--- src/rtl/swd_seq_pkg.sv ---
package swd_seq_pkg;
  typedef enum logic [1:0] {
    ERR_NONE    = 2'd0,
    ERR_FAULT   = 2'd1,
    ERR_TIMEOUT = 2'd2,
    ERR_PROTO   = 2'd3
  } err_e;

  typedef enum logic [1:0] {OP_FIXED, OP_TAR_BASE, OP_STREAM} op_kind_e;

  typedef struct packed {
    op_kind_e    kind;
    logic        ap;
    logic [7:0]  apsel;
    logic [3:0]  bank;
    logic [1:0]  a;
    logic [31:0] data;
  } op_t;

  localparam logic [2:0] ACK_OK    = 3'b001;
  localparam logic [2:0] ACK_WAIT  = 3'b010;
  localparam logic [2:0] ACK_FAULT = 3'b100;

  localparam logic [1:0] DPA_ABORT  = 2'b00;
  localparam logic [1:0] DPA_CTRL   = 2'b01;
  localparam logic [1:0] DPA_SELECT = 2'b10;
  localparam logic [1:0] APA_CSW    = 2'b00;
  localparam logic [1:0] APA_TAR    = 2'b01;
  localparam logic [1:0] APA_DRW    = 2'b11;
  localparam logic [1:0] APA_RSTCTL = 2'b01;

  localparam logic [7:0]  PORT_MEM    = 8'h00;
  localparam logic [7:0]  PORT_RSTCTL = 8'h0A;
  localparam logic [31:0] PWRUP_REQ   = 32'h5000_0000;
  localparam logic [31:0] CSW_W32_INC = 32'h0000_0012;
  localparam logic [31:0] STICKY_CLR  = 32'h0000_001E;

  localparam int NUM_STEPS = 12;
endpackage

--- src/rtl/swd_seq_steps.sv ---
module swd_seq_steps
  import swd_seq_pkg::*;
#(
  parameter int STEP_W = 4
) (
  input  logic [STEP_W-1:0] step,
  input  logic [31:0]       base_addr,
  output op_t               op
);
  always_comb begin
    op.kind  = OP_FIXED;
    op.ap    = 1'b1;
    op.apsel = PORT_MEM;
    op.bank  = 4'h0;
    op.a     = APA_DRW;
    op.data  = 32'h0;
    case (step)
      4'd0:  begin op.ap = 1'b0; op.a = DPA_CTRL; op.data = PWRUP_REQ; end
      4'd1:  begin op.apsel = PORT_RSTCTL; op.a = APA_RSTCTL; op.data = 32'h8; end
      4'd2:  begin op.a = APA_CSW; op.data = CSW_W32_INC; end
      4'd3:  begin op.a = APA_TAR; op.data = 32'hE000_EDF0; end
      4'd4:  op.data = 32'hA05F_0001;
      4'd5:  begin op.a = APA_TAR; op.data = 32'hE000_EDFC; end
      4'd6:  op.data = 32'h0000_0001;
      4'd7:  begin op.a = APA_TAR; op.data = 32'hE000_ED0C; end
      4'd8:  op.data = 32'hFA05_0004;
      4'd9:  begin op.apsel = PORT_RSTCTL; op.a = APA_RSTCTL; op.data = 32'h0; end
      4'd10: begin op.kind = OP_TAR_BASE; op.a = APA_TAR; op.data = base_addr; end
      default: op.kind = OP_STREAM;
    endcase
  end
endmodule

--- src/rtl/swd_seq_selcache.sv ---
module swd_seq_selcache (
  input  logic       clk,
  input  logic       rst_n,
  input  logic       inv,
  input  logic       upd,
  input  logic [7:0] want_port,
  input  logic [3:0] want_bank,
  output logic       miss
);
  logic       vld_q;
  logic [7:0] port_q;
  logic [3:0] bank_q;

  always_ff @(posedge clk or negedge rst_n) begin
    if (!rst_n) begin
      vld_q  <= 1'b0;
      port_q <= '0;
      bank_q <= '0;
    end else if (inv) begin
      vld_q <= 1'b0;
    end else if (upd) begin
      vld_q  <= 1'b1;
      port_q <= want_port;
      bank_q <= want_bank;
    end
  end

  assign miss = !vld_q || (port_q != want_port) || (bank_q != want_bank);


  sel_hit_after_update_chk: assert property (@(posedge clk) disable iff (!rst_n)
    (upd && !inv) |=> (vld_q && port_q == $past(want_port) && bank_q == $past(want_bank)));
endmodule

--- src/rtl/swd_seq_retry.sv ---
module swd_seq_retry #(
  parameter int WAIT_W = 8
) (
  input  logic              clk,
  input  logic              rst_n,
  input  logic              clr,
  input  logic              inc,
  input  logic [WAIT_W-1:0] limit,
  output logic              exhausted
);
  logic [WAIT_W-1:0] cnt_q;

  always_ff @(posedge clk or negedge rst_n) begin
    if (!rst_n)   cnt_q <= '0;
    else if (clr) cnt_q <= '0;
    else if (inc) cnt_q <= cnt_q + 1'b1;
  end

  assign exhausted = (cnt_q >= limit);


  retry_within_limit_chk: assert property (@(posedge clk) disable iff (!rst_n)
    (inc && !clr) |-> (cnt_q < limit));
endmodule

--- src/rtl/swd_halt_loader.sv ---
module swd_halt_loader
  import swd_seq_pkg::*;
#(
  parameter int CNT_W  = 16,
  parameter int WAIT_W = 8
) (
  input  logic              clk,
  input  logic              rst_n,
  input  logic              start,
  input  logic [31:0]       base_addr,
  input  logic [WAIT_W-1:0] wait_limit,
  input  logic              wr_valid,
  output logic              wr_ready,
  input  logic [31:0]       wr_data,
  input  logic              wr_last,
  output logic              cmd_valid,
  input  logic              cmd_ready,
  output logic              cmd_apndp,
  output logic [1:0]        cmd_addr,
  output logic [31:0]       cmd_wdata,
  input  logic              rsp_valid,
  input  logic [2:0]        rsp_ack,
  output logic              busy,
  output logic              done,
  output logic [1:0]        err_code,
  output logic [CNT_W-1:0]  words_written
);
  localparam int STEP_W = $clog2(NUM_STEPS);
  localparam logic [STEP_W-1:0] LAST_FIXED = STEP_W'(NUM_STEPS - 2);

  typedef enum logic [1:0] {S_IDLE, S_FETCH, S_ISSUE, S_RESP} state_e;
  typedef enum logic [1:0] {K_OP, K_SEL, K_ABORT} issue_e;

  state_e            state_q;
  issue_e            iss_q, iss_now;
  logic [STEP_W-1:0] step_q;
  logic [31:0]       word_q;
  logic              last_q, abort_q;
  err_e              err_q;
  op_t               op;
  logic              sel_miss, sel_upd, sel_inv;
  logic              rty_clr, rty_inc, rty_done;
  logic              accept;

  swd_seq_steps #(.STEP_W(STEP_W)) u_steps (
    .step(step_q), .base_addr(base_addr), .op(op)
  );

  swd_seq_selcache u_sel (
    .clk(clk), .rst_n(rst_n), .inv(sel_inv), .upd(sel_upd),
    .want_port(op.apsel), .want_bank(op.bank), .miss(sel_miss)
  );

  swd_seq_retry #(.WAIT_W(WAIT_W)) u_rty (
    .clk(clk), .rst_n(rst_n), .clr(rty_clr), .inc(rty_inc),
    .limit(wait_limit), .exhausted(rty_done)
  );

  // Which write goes out in the current issue slot.
  always_comb begin
    if (abort_q)               iss_now = K_ABORT;
    else if (op.ap && sel_miss) iss_now = K_SEL;
    else                       iss_now = K_OP;
  end

  always_comb begin
    cmd_valid = (state_q == S_ISSUE);
    unique case (iss_now)
      K_ABORT: begin cmd_apndp = 1'b0; cmd_addr = DPA_ABORT;  cmd_wdata = STICKY_CLR; end
      K_SEL:   begin cmd_apndp = 1'b0; cmd_addr = DPA_SELECT;
                     cmd_wdata = {op.apsel, 16'h0, op.bank, 4'h0}; end
      default: begin cmd_apndp = op.ap; cmd_addr = op.a;
                     cmd_wdata = (op.kind == OP_STREAM) ? word_q : op.data; end
    endcase
  end

  assign accept   = (state_q == S_IDLE) && start;
  assign wr_ready = (state_q == S_FETCH);
  assign busy     = (state_q != S_IDLE);
  assign err_code = err_q;

  wire resp = (state_q == S_RESP) && rsp_valid;
  assign sel_inv = accept;
  assign sel_upd = resp && (rsp_ack == ACK_OK) && (iss_q == K_SEL);
  assign rty_inc = resp && (rsp_ack == ACK_WAIT) && !rty_done;
  assign rty_clr = accept || (resp && (rsp_ack == ACK_OK || rsp_ack == ACK_FAULT));

  always_ff @(posedge clk or negedge rst_n) begin
    if (!rst_n) begin
      state_q       <= S_IDLE;
      iss_q         <= K_OP;
      step_q        <= '0;
      word_q        <= '0;
      last_q        <= 1'b0;
      abort_q       <= 1'b0;
      err_q         <= ERR_NONE;
      done          <= 1'b0;
      words_written <= '0;
    end else begin
      done <= 1'b0;
      unique case (state_q)
        S_IDLE: if (start) begin
          state_q       <= S_ISSUE;
          step_q        <= '0;
          abort_q       <= 1'b0;
          err_q         <= ERR_NONE;
          words_written <= '0;
        end
        S_FETCH: if (wr_valid) begin
          word_q  <= wr_data;
          last_q  <= wr_last;
          state_q <= S_ISSUE;
        end
        S_ISSUE: if (cmd_ready) begin
          iss_q   <= iss_now;
          state_q <= S_RESP;
        end
        default: if (rsp_valid) begin
          if (rsp_ack == ACK_OK) begin
            if (iss_q == K_ABORT) begin
              state_q <= S_IDLE; done <= 1'b1;
            end else if (iss_q == K_SEL) begin
              state_q <= S_ISSUE;
            end else if (op.kind == OP_STREAM) begin
              words_written <= words_written + 1'b1;
              if (last_q) begin state_q <= S_IDLE; done <= 1'b1; end
              else state_q <= S_FETCH;
            end else begin
              step_q  <= step_q + 1'b1;
              state_q <= (step_q == LAST_FIXED) ? S_FETCH : S_ISSUE;
            end
          end else if (rsp_ack == ACK_WAIT) begin
            if (rty_done) begin
              err_q <= ERR_TIMEOUT; state_q <= S_IDLE; done <= 1'b1;
            end else state_q <= S_ISSUE;
          end else if (rsp_ack == ACK_FAULT) begin
            if (iss_q == K_ABORT) begin
              state_q <= S_IDLE; done <= 1'b1;
            end else begin
              err_q <= ERR_FAULT; abort_q <= 1'b1; state_q <= S_ISSUE;
            end
          end else begin
            err_q <= ERR_PROTO; state_q <= S_IDLE; done <= 1'b1;
          end
        end
      endcase
    end
  end


  cmd_hold_chk: assert property (@(posedge clk) disable iff (!rst_n)
    (cmd_valid && !cmd_ready) |=> (cmd_valid && $stable({cmd_apndp, cmd_addr, cmd_wdata})));


  done_pulse_chk: assert property (@(posedge clk) disable iff (!rst_n)
    done |=> !done);


  done_with_idle_chk: assert property (@(posedge clk) disable iff (!rst_n)
    $rose(done) |-> !busy);


  count_step_chk: assert property (@(posedge clk) disable iff (!rst_n)
    !$stable(words_written) |-> (words_written == $past(words_written) + 1'b1 || words_written == '0));


  ready_excl_chk: assert property (@(posedge clk) disable iff (!rst_n)
    $onehot0({wr_ready, cmd_valid}));
endmodule

--- config.mk ---
export PLATFORM = sky130hd
export DESIGN_NAME = swd_halt_loader
export DESIGN_NICKNAME = d
export VERILOG_FILES = /design/src/rtl/swd_seq_pkg.sv /design/src/rtl/swd_seq_steps.sv /design/src/rtl/swd_seq_selcache.sv /design/src/rtl/swd_seq_retry.sv /design/src/rtl/swd_halt_loader.sv
export SDC_FILE = /design/constraint.sdc
export NUM_CORES = 1
export LEC_CHECK = 0
export CORE_UTILIZATION = 70
export DETAILED_ROUTE_END_ITERATION = 8
export DONT_BUFFER_PORTS = 1
export MAX_ROUTING_LAYER = met4
export PLACE_DENSITY_LB_ADDON = 0.1
export SYNTH_ARGS = -nofsm -noshare
export SYNTH_HDL_FRONTEND = slang
export SYNTH_HIERARCHICAL = 1
export SYNTH_SLANG_ARGS = --single-unit
--- constraint.sdc ---
create_clock -name clk -period 7.15 [get_ports clk]
set_clock_uncertainty 0.1 [all_clocks]
set_input_delay 0.715 -clock clk [delete_from_list [all_inputs] [get_ports clk]]
set_output_delay 0.715 -clock clk [all_outputs]
set_load 0.005 [all_outputs]
==> results_dict.tcl, run 1 <==
set metrics [dict create \
    outcome "complete, no violations" \
    grt_antenna_before_repair 0 \
    pre_cts_ws_ns 2.99 \
    diodes 0 \
    clk_pin_slew_worst_paths_ns 0.08 \
    drc 0 \
    crit_type "reg2out" \
    finalSetupViolCount 0 \
    ir_drop_v 0.000182 \
    gp_congestion 0.873 \
    worstPathRequired_ns 6.34 \
    wl_per_cell_um 17.9 \
    avgViaCountPerCell 6.33 \
    start_util_pct 72.8 \
    cts_setup_buffers 0 \
    dr.first_iter.drc_count 249 \
    io_buffers 0 \
    synth_top_family_by_area "simple AND/OR/NAND/NOR gates" \
    maxSlewHeadroom_pct 25.0 \
    yosys.area.top_type "dfrtp_1" \
    top_layer "met4" \
    num_vias 4215 \
    synth-xor-area-share_pct 4.27 \
    nNetsFinal 662 \
    yosysSeqAreaShare_pct 38.4 \
    worstPathMaxFanout 31 \
    cts_tree "done" \
    post_cts_resized 0 \
    ys_ff_latch 82 \
    startpoint "step_q[1]" \
    crit_path_start_kind "register" \
    root_buffer "clkbuf_8" \
    clk_latency_ns 0.36 \
    synthAdderAreaFrac_pct 3.98 \
    critPathCaptureType "output port" \
    overflow 0 \
    synth.top_cell.area_share_pct 38.4 \
    hold_slack_ns 0.157 \
    fp.dieW_um 89.3 \
    die_h_um 89.3 \
    fin_tns_setup_ns 0 \
    post_synth_main_area_contributors "dfrtp_1 38%, mux2_2 11%, nand2_1 5.9%" \
    rsz0062_at_grt "false" \
    tightest_slew_ns 1.12 \
    drtAntennaViolNets 0 \
    netlist_area_um2 5340 \
    rows 31 \
    placed_area_um2 5270 \
    cts_made_buffers 9 \
    fmax_mhz 220 \
    clock_path_buffers 2 \
    syn_avg_cell_area_um2 9.16 \
    p_leak_nw 2.36 \
    syn_inst 583 \
    drv_slew 0 \
    final_cell_area_um2 5480 \
    hold_viol 0 \
    wirelength_mm 11.9 \
    fin_crit_sh_pct 63.5 \
    layout_setup_ws_ns 2.61 \
    yosysMostFrequentCell "nand2_1" \
    synth.area.mux_share_pct 14.0 \
    cap_violations 0 \
    ys.flop_type "dfrtp_1" \
    yosysWarningCount 6 \
    met3_length_um 755 \
    grt_first_pass_wirelength_mm 18.2 \
    grt.total_usage_pct 31.1 \
    synth_edf_count 0 \
    drive_gt1_share_pct 15.9 \
    synth_compound_area_share_pct 12.7 \
    synthSimpleGateAreaFrac_pct 20.3 \
    wl_met1_mm 5.10 \
    synth_common_cells "84 x nand2_1, 82 x dfrtp_1, 53 x mux2_2" \
    fp.coreArea_um2 7330 \
    grt_max_degree 83 \
    powerDensity_nw_per_um2 321 \
    io_pins 139 \
    synth-async-reset-ratio_pct 100 \
    arrival_ns 3.73 \
    hp-class "in2async" \
    ys_types 53 \
    min_period_ns 4.54 \
    cts.sinks 82 \
    syn_to_final_growth_pct 2.72 \
    worst_r2r_startpoint "step_q[1]" \
    h-tree-depth 3 \
    hpwlAfterDp_mm 8.54 \
    die_area_um2 7980 \
    dr.pass1.iters 5 \
    route.met2.wl_mm 5.82 \
    grt_pass1_vias 3856 \
]
## flip-flops by register name (all words and copies together) (netlist names), 2 cells and up
register	cells
err_code	2
iss_q	2
state_q	2
step_q	4
u_rty/cnt_q	8
u_sel/bank_q	4
u_sel/port_q	8
word_q	32
words_written	16
## worst paths after layout
path,end,slack (ns),cells past startpoint
setup / recovery,cmd_wdata[27],2.61,8
hold / removal,words_written[1],0.16,1
setup reg to reg,step_q[2],3.36,6
hold reg to reg,word_q[15],0.41,1
max in group asynchronous,step_q[3],6.48,1
min in group clk,done,0.40,2
## area by class of cell
class / instances / area (µm²)
clock buffer: 12 / 145
clock inverter: 3 / 40.0
fill: 549 / 1850
inverter: 22 / 82.6
multi-input combinational: 444 / 2990
sequential: 82 / 2050
tap: 99 / 124
timing repair buffer: 4 / 50.0
## report_power, final
group          switching (mW)  internal, mW
combinational           0.376         0.294
sequential              0.147         0.610
clock                   0.163         0.168
## timing repair
action | in CTS | in global routing
setup endpoints to repair | 0 | 0
hold endpoints to repair | 82 | 0
hold buffers | 1 | 0
## stage by stage
stage / util (%) / instances / power, mW
4_1_cts: 74.8 / 666 / 1.76
2_1_floorplan: - / 592 / 1.29
5_1_grt: 74.8 / 666 / 1.88
3_5_place_dp: 71.9 / 650 / 1.42
3_3_place_gp: 71.9 / 650 / 1.38
6_report: 74.8 / 666 / 1.76
## placed cells by master, fill, tap and decap left out, types with 14 or more instances in the layout
cell,instances
a21oi_1,44
dfrtp_1,82
ha_1,17
inv_1,22
mux2_2,53
mux2i_1,15
nand2_1,84
nand3_1,14
nor2_1,32
o21ai_0,26
xnor2_1,22
## routing by layer
layer  vias up  GRT usage (%)
met5         -              -
met4         0           11.5
met3        30           7.29
met2       167           49.1
met1      2053           39.0
li1       1965              -
## kinds of logic after synthesis
kind of cell,Yosys count
other,1
buffers and inverters,66
adder cells (fa/ha/maj),17
AND/OR/NAND/NOR,214
XOR/XNOR,26
multiplexers,68
AO/OA/AOI/OAI,109
flip-flops,82
## critical path, stage by stage (launching register included)
cell      delay, ns
dfrtp_1        0.93
nor2_2         0.14
and2_1         0.28
xnor2_1        0.17
nand4_1        0.11
or4_1          0.54
nand2_1        0.13
nand2b_1       0.58
o21ai_0        0.49
Power figures use the tool's default switching activity.
==> inputs of run 2 (changes only) <==
--- a/config.mk
+++ b/config.mk
@@ -5,7 +5,7 @@
 export SDC_FILE = /design/constraint.sdc
 export NUM_CORES = 1
 export LEC_CHECK = 0
-export CORE_UTILIZATION = 70
+export CORE_UTILIZATION = 65
 export DETAILED_ROUTE_END_ITERATION = 8
 export DONT_BUFFER_PORTS = 1
 export MAX_ROUTING_LAYER = met4
==> constraint.sdc (replaced) <==
create_clock -name clk -period 4.45 [get_ports clk]
set_clock_uncertainty 0.1 [all_clocks]
set_input_delay 0.445 -clock clk [delete_from_list [all_inputs] [get_ports clk]]
set_output_delay 0.445 -clock clk [all_outputs]
set_load 0.005 [all_outputs]
==> results_dict.tcl, run 2 (synthesis gave the netlist of run 1 again) <==
set metrics [dict create \
    outcome "complete, no violations" \
    start_util_pct 68.0 \
    rsz0062_at_grt "false" \
    cts.sinks 82 \
    grt_pass1_vias 4140 \
    fin_tns_setup_ns 0 \
    pwr-share-comb_pct 42.1 \
    layout_setup_ws_ns 0.894 \
    clk_pin_slew_worst_paths_ns 0.09 \
    h-tree-depth 3 \
    drv_slew 0 \
    p_leak_nw 2.37 \
    p_clk_share_pct 17.4 \
    crit_path_start_kind "register" \
    final_common_cell "nand2_1" \
    crit_type "reg2reg" \
    hpwlAfterDp_mm 8.69 \
    reg_top3 "word_q x32, words_written x16" \
    largest-register "word_q" \
    avgViaCountPerCell 6.06 \
    critical_path.slowest_cell "or4b_2" \
    num_vias 4097 \
    most-common-layout-cells "84 x nand2_1, 82 x dfrtp_1, 53 x mux2_2" \
    worstPathMaxFanout 6 \
    hp-class "in2reg" \
    p_int_mw 1.70 \
    wl_per_cell_um 17.8 \
    pwr-share-seq_pct 40.6 \
    critPathCaptureType "register" \
    post_cts_resized 0 \
    nNetsFinal 668 \
    pre_cts_ws_ns 0.884 \
    p_sw_mw 1.12 \
    wirelength_mm 12.0 \
    dr.first_iter.drc_count 196 \
    largest_reg_flops 32 \
    grt.total_usage_pct 30.0 \
    clk_latency_ns 0.36 \
    grt_max_degree 83 \
    overflow 0 \
    hold_viol 0 \
    fp.dieW_um 92.6 \
    diodes 0 \
    drc 0 \
    cts_made_buffers 9 \
    clock_path_buffers 2 \
    fp.coreArea_um2 7850 \
    crit_path_max_incr_delay_ns 0.67 \
    fmax_mhz 281 \
    sw_frac_of_total_pct 39.7 \
    finalSetupViolCount 0 \
    cts_tree "done" \
    io_buffers 0 \
    path_cells "inv_1 -> ha_1 -> nand2b_1 -> a211oi_1 -> o21ai_1 -> a41o_1 -> or4b_2 -> nor2_1 -> o2111ai_4 -> or3_1 -> a21oi_1" \
    drive_gt1_share_pct 16.7 \
    grt_antenna_before_repair 0 \
    worstPathRequired_ns 4.63 \
    gp_congestion 0.842 \
    ir_drop_v 0.000278 \
    tightest_slew_ns 1.12 \
    syn_to_final_growth_pct 3.45 \
    maxSlewHeadroom_pct 24.7 \
    cap_violations 0 \
    dr.pass1.iters 4 \
    powerDensity_nw_per_um2 510 \
    die_area_um2 8580 \
    root_buffer "clkbuf_8" \
    fin_crit_sh_pct 79.9 \
    rows 32 \
    utilization_pct 70.4 \
    arrival_ns 3.74 \
    drtAntennaViolNets 0 \
    grt_first_pass_wirelength_mm 19.6 \
    io_pins 139 \
    min_period_ns 3.56 \
    die_h_um 92.6 \
]
## run 2: power by group through the flow
stage / clock (mW) / combinational, mW / sequential [mW]
after CTS: 0.498 / 1.18 / 1.14
after global routing: 0.528 / 1.31 / 1.17
after detailed placement: 0 / 1.16 / 1.16
after floorplan: 0 / 0.959 / 1.11
final: 0.490 / 1.18 / 1.14
after global placement: 0 / 1.12 / 1.14
## run 2: timing repair
item                      CTS  global route
hold endpoints to repair   82             0
hold buffers                2             0
buffers inserted            0             0
## run 2: layout make-up
type                            instances  area, µm²
Sequential cell                        82       2050
Tap cell                              102        128
Clock inverter                          4       27.5
Multi-Input combinational cell        444       2990
Fill cell                             626       2330
Clock buffer                           12        145
Inverter                               22       82.6
Timing Repair Buffer                   10       97.6
## run 2: through the flow
stage                     area [µm²]  std cells  hold slack (ns)  power (mW)
final                           5520        676            0.126        2.82
after global routing            5520        676            0.111        3.01
after CTS                       5520        676            0.120        2.82
after detailed placement        5310        658           0.0515        2.31
after global placement          5310        658           0.0510        2.26
after floorplan                 5370        592           0.0494        2.07
## run 2: routing by layer
| layer | wire length [µm] | GRT usage, % | up-vias |
|---|---|---|---|
| met5 | 0 | - | - |
| met4 | 146 | 11.0 | 0 |
| met3 | 820 | 6.90 | 14 |
| met2 | 6040 | 49.5 | 127 |
| met1 | 5020 | 36.1 | 1980 |
| li1 | - | - | 1976 |
## run 2: final timing paths
path | depth (start not counted) | slack, ns | start | end
hold / removal | 1 | 0.13 | wr_data[17] | word_q[17]
setup reg to reg | 11 | 0.89 | u_rty/cnt_q[0] | u_rty/cnt_q[7]
hold reg to reg | 1 | 0.41 | word_q[15] | word_q[15]
max in group asynchronous | 2 | 3.34 | rst_n | err_code[0]
setup / recovery | 11 | 0.89 | u_rty/cnt_q[0] | u_rty/cnt_q[7]
min in group asynchronous | 2 | 0.53 | rst_n | u_rty/cnt_q[1]
## run 2: critical path, delay by kind of cell (launching register included)
family / cells / cell delay [ns]
fa+ha+maj: 1 / 0.26
simple gates: 4 / 1.67
compound gates: 5 / 0.92
flops: 1 / 0.45
buf+inv: 1 / 0.07
==> inputs of run 3 (changes only) <==
==> constraint.sdc (replaced) <==
create_clock -name clk -period 3.43 [get_ports clk]
set_clock_uncertainty 0.1 [all_clocks]
set_input_delay 0.343 -clock clk [delete_from_list [all_inputs] [get_ports clk]]
set_output_delay 0.343 -clock clk [all_outputs]
set_load 0.005 [all_outputs]
==> results_dict.tcl, run 3 (synthesis gave the netlist of run 1 again) <==
set metrics [dict create \
    outcome "complete, no violations" \
    layout_setup_ws_ns 0.147 \
    ir_drop_v 0.000403 \
    start_util_pct 68.0 \
    grt.total_usage_pct 30.4 \
    nNetsFinal 682 \
    most-common-layout-cells "84 x nand2_1, 82 x dfrtp_1, 53 x mux2_2" \
    hold_path_depth 1 \
    fp.dieW_um 92.6 \
    drv_slew 0 \
    cts_made_buffers 9 \
    pwr-share-comb_pct 42.4 \
    tightest_slew_ns 1.13 \
    gp_congestion 0.860 \
    crit_path_start_kind "register" \
    hp-class "in2reg" \
    io_buffers 0 \
    grt_pass1_vias 4133 \
    crit_type "reg2out" \
    die_area_um2 8580 \
    rsz0062_at_grt "false" \
    syn_to_final_growth_pct 6.94 \
    p_clk_share_pct 20.2 \
    top_layer "met4" \
    fp.coreArea_um2 7850 \
    pre_cts_ws_ns 0.126 \
    grt_max_degree 83 \
    drive_gt1_share_pct 19.4 \
    dr.first_iter.drc_count 286 \
    wl_met1_mm 5.34 \
    rows 32 \
    io_pins 139 \
    powerDensity_nw_per_um2 696 \
    hpwlAfterDp_mm 8.85 \
    r2r_cells 11 \
    wirelength_mm 12.3 \
    p_sw_mw 1.49 \
    clk_pin_slew_worst_paths_ns 0.09 \
    final_common_cell "nand2_1" \
    route.met2.wl_mm 5.99 \
    largest_reg_flops 32 \
    largest-register "word_q" \
    clock_path_buffers 2 \
    diodes 0 \
    grt_first_pass_wirelength_mm 19.7 \
    dr.pass1.iters 4 \
    fmax_mhz 305 \
    worstPathRequired_ns 2.99 \
    p_int_mw 2.49 \
    p_leak_nw 2.49 \
    cts_tree "done" \
    fill_cells 620 \
    arrival_ns 2.84 \
    reg_top3 "word_q x32, words_written x16" \
    fin_crit_sh_pct 95.7 \
    h-tree-depth 3 \
    drc 0 \
    hold_viol 0 \
    cap_violations 0 \
    met3_length_um 642 \
    sw_frac_of_total_pct 37.5 \
    die_h_um 92.6 \
    cts.sinks 82 \
    worstPathMaxFanout 23 \
    wl_per_cell_um 17.8 \
    finalSetupViolCount 0 \
    num_vias 4230 \
    overflow 0 \
    avgViaCountPerCell 6.13 \
    clk_latency_ns 0.36 \
    critPathCaptureType "output port" \
    fin_tns_setup_ns 0 \
    min_period_ns 3.28 \
    root_buffer "clkbuf_8" \
    maxSlewHeadroom_pct 24.0 \
    pwr-share-seq_pct 37.5 \
    grt_antenna_before_repair 0 \
    drtAntennaViolNets 0 \
]
## run 3: changes by cell type in the layout (fill, tap and decap cells not counted), sizes merged
cell / change
buf: +14
bufinv: +2
clkinvlp: -3
clkinv: +1
## run 3: path summary, 6_finish.rpt
| kind | startpoint | end | slack (ns) |
|---|---|---|---|
| worst max-delay path | step_q[1] | cmd_wdata[29] | 0.15 |
| worst min-delay path | wr_data[7] | word_q[7] | 0.02 |
| worst max register to register | u_rty/cnt_q[0] | u_rty/cnt_q[7] | 0.16 |
| worst min register to register | word_q[17] | word_q[17] | 0.41 |
| max in group asynchronous | rst_n | u_sel/port_q[2] | 2.43 |
| min in group asynchronous | rst_n | iss_q[0] | 0.42 |
## run 3: critical path, stage by stage (launching register included)
cell	delay (ns)
dfrtp_1	0.41
nor2_4	0.15
and2_4	0.20
xnor2_1	0.14
nand4_1	0.12
or4_1	0.54
nand2_1	0.16
nand2b_2	0.17
buf_12	0.20
o21ai_0	0.23
buf_4	0.16
## run 3: per-stage QoR
step                hold WS (ns)  utilization, %  power [mW]  area (µm²)  instances
global placement         -0.0510            69.2        3.05        5430        672
floorplan                -0.0526               -        2.69        5370        592
global route              0.0126            72.7        4.24        5710        690
finish                    0.0228            72.7        3.97        5710        690
detailed placement       -0.0509            69.2        3.14        5430        672
CTS                       0.0163            72.6        3.97        5700        690
## run 3: power groups by stage
| stage | sequential, mW | clock [mW] | combinational (mW) |
|---|---|---|---|
| finish | 1.49 | 0.801 | 1.68 |
| global route | 1.53 | 0.853 | 1.86 |
| CTS | 1.48 | 0.816 | 1.67 |
| detailed placement | 1.50 | 0 | 1.64 |
| global placement | 1.48 | 0 | 1.57 |
| floorplan | 1.44 | 0 | 1.24 |
## run 3: cell type report
cell class / instances / area (µm²) / share of cell area, %
Inverter: 22 / 82.6 / 1.45
Clock inverter: 4 / 73.8 / 1.29
Clock buffer: 12 / 155 / 2.72
Multi-Input combinational cell: 444 / 3000 / 52.6
Sequential cell: 82 / 2050 / 35.9
Tap cell: 102 / 128 / 2.24
Timing Repair Buffer: 24 / 215 / 3.77
## run 3: timing repair
action | 4_1_cts | 5_1_grt
setup endpoints to repair | 8 | 12
buffers inserted | 0 | 0
resized for setup | 1 | 4
hold buffers | 2 | 0
hold endpoints to repair | 82 | 0
## run 3: layer usage
layer	track usage, %	up-vias
met2	47.8	144
met1	38.8	2047
met3	5.09	29
met4	13.6	0
li1	-	2010
met5	-	-
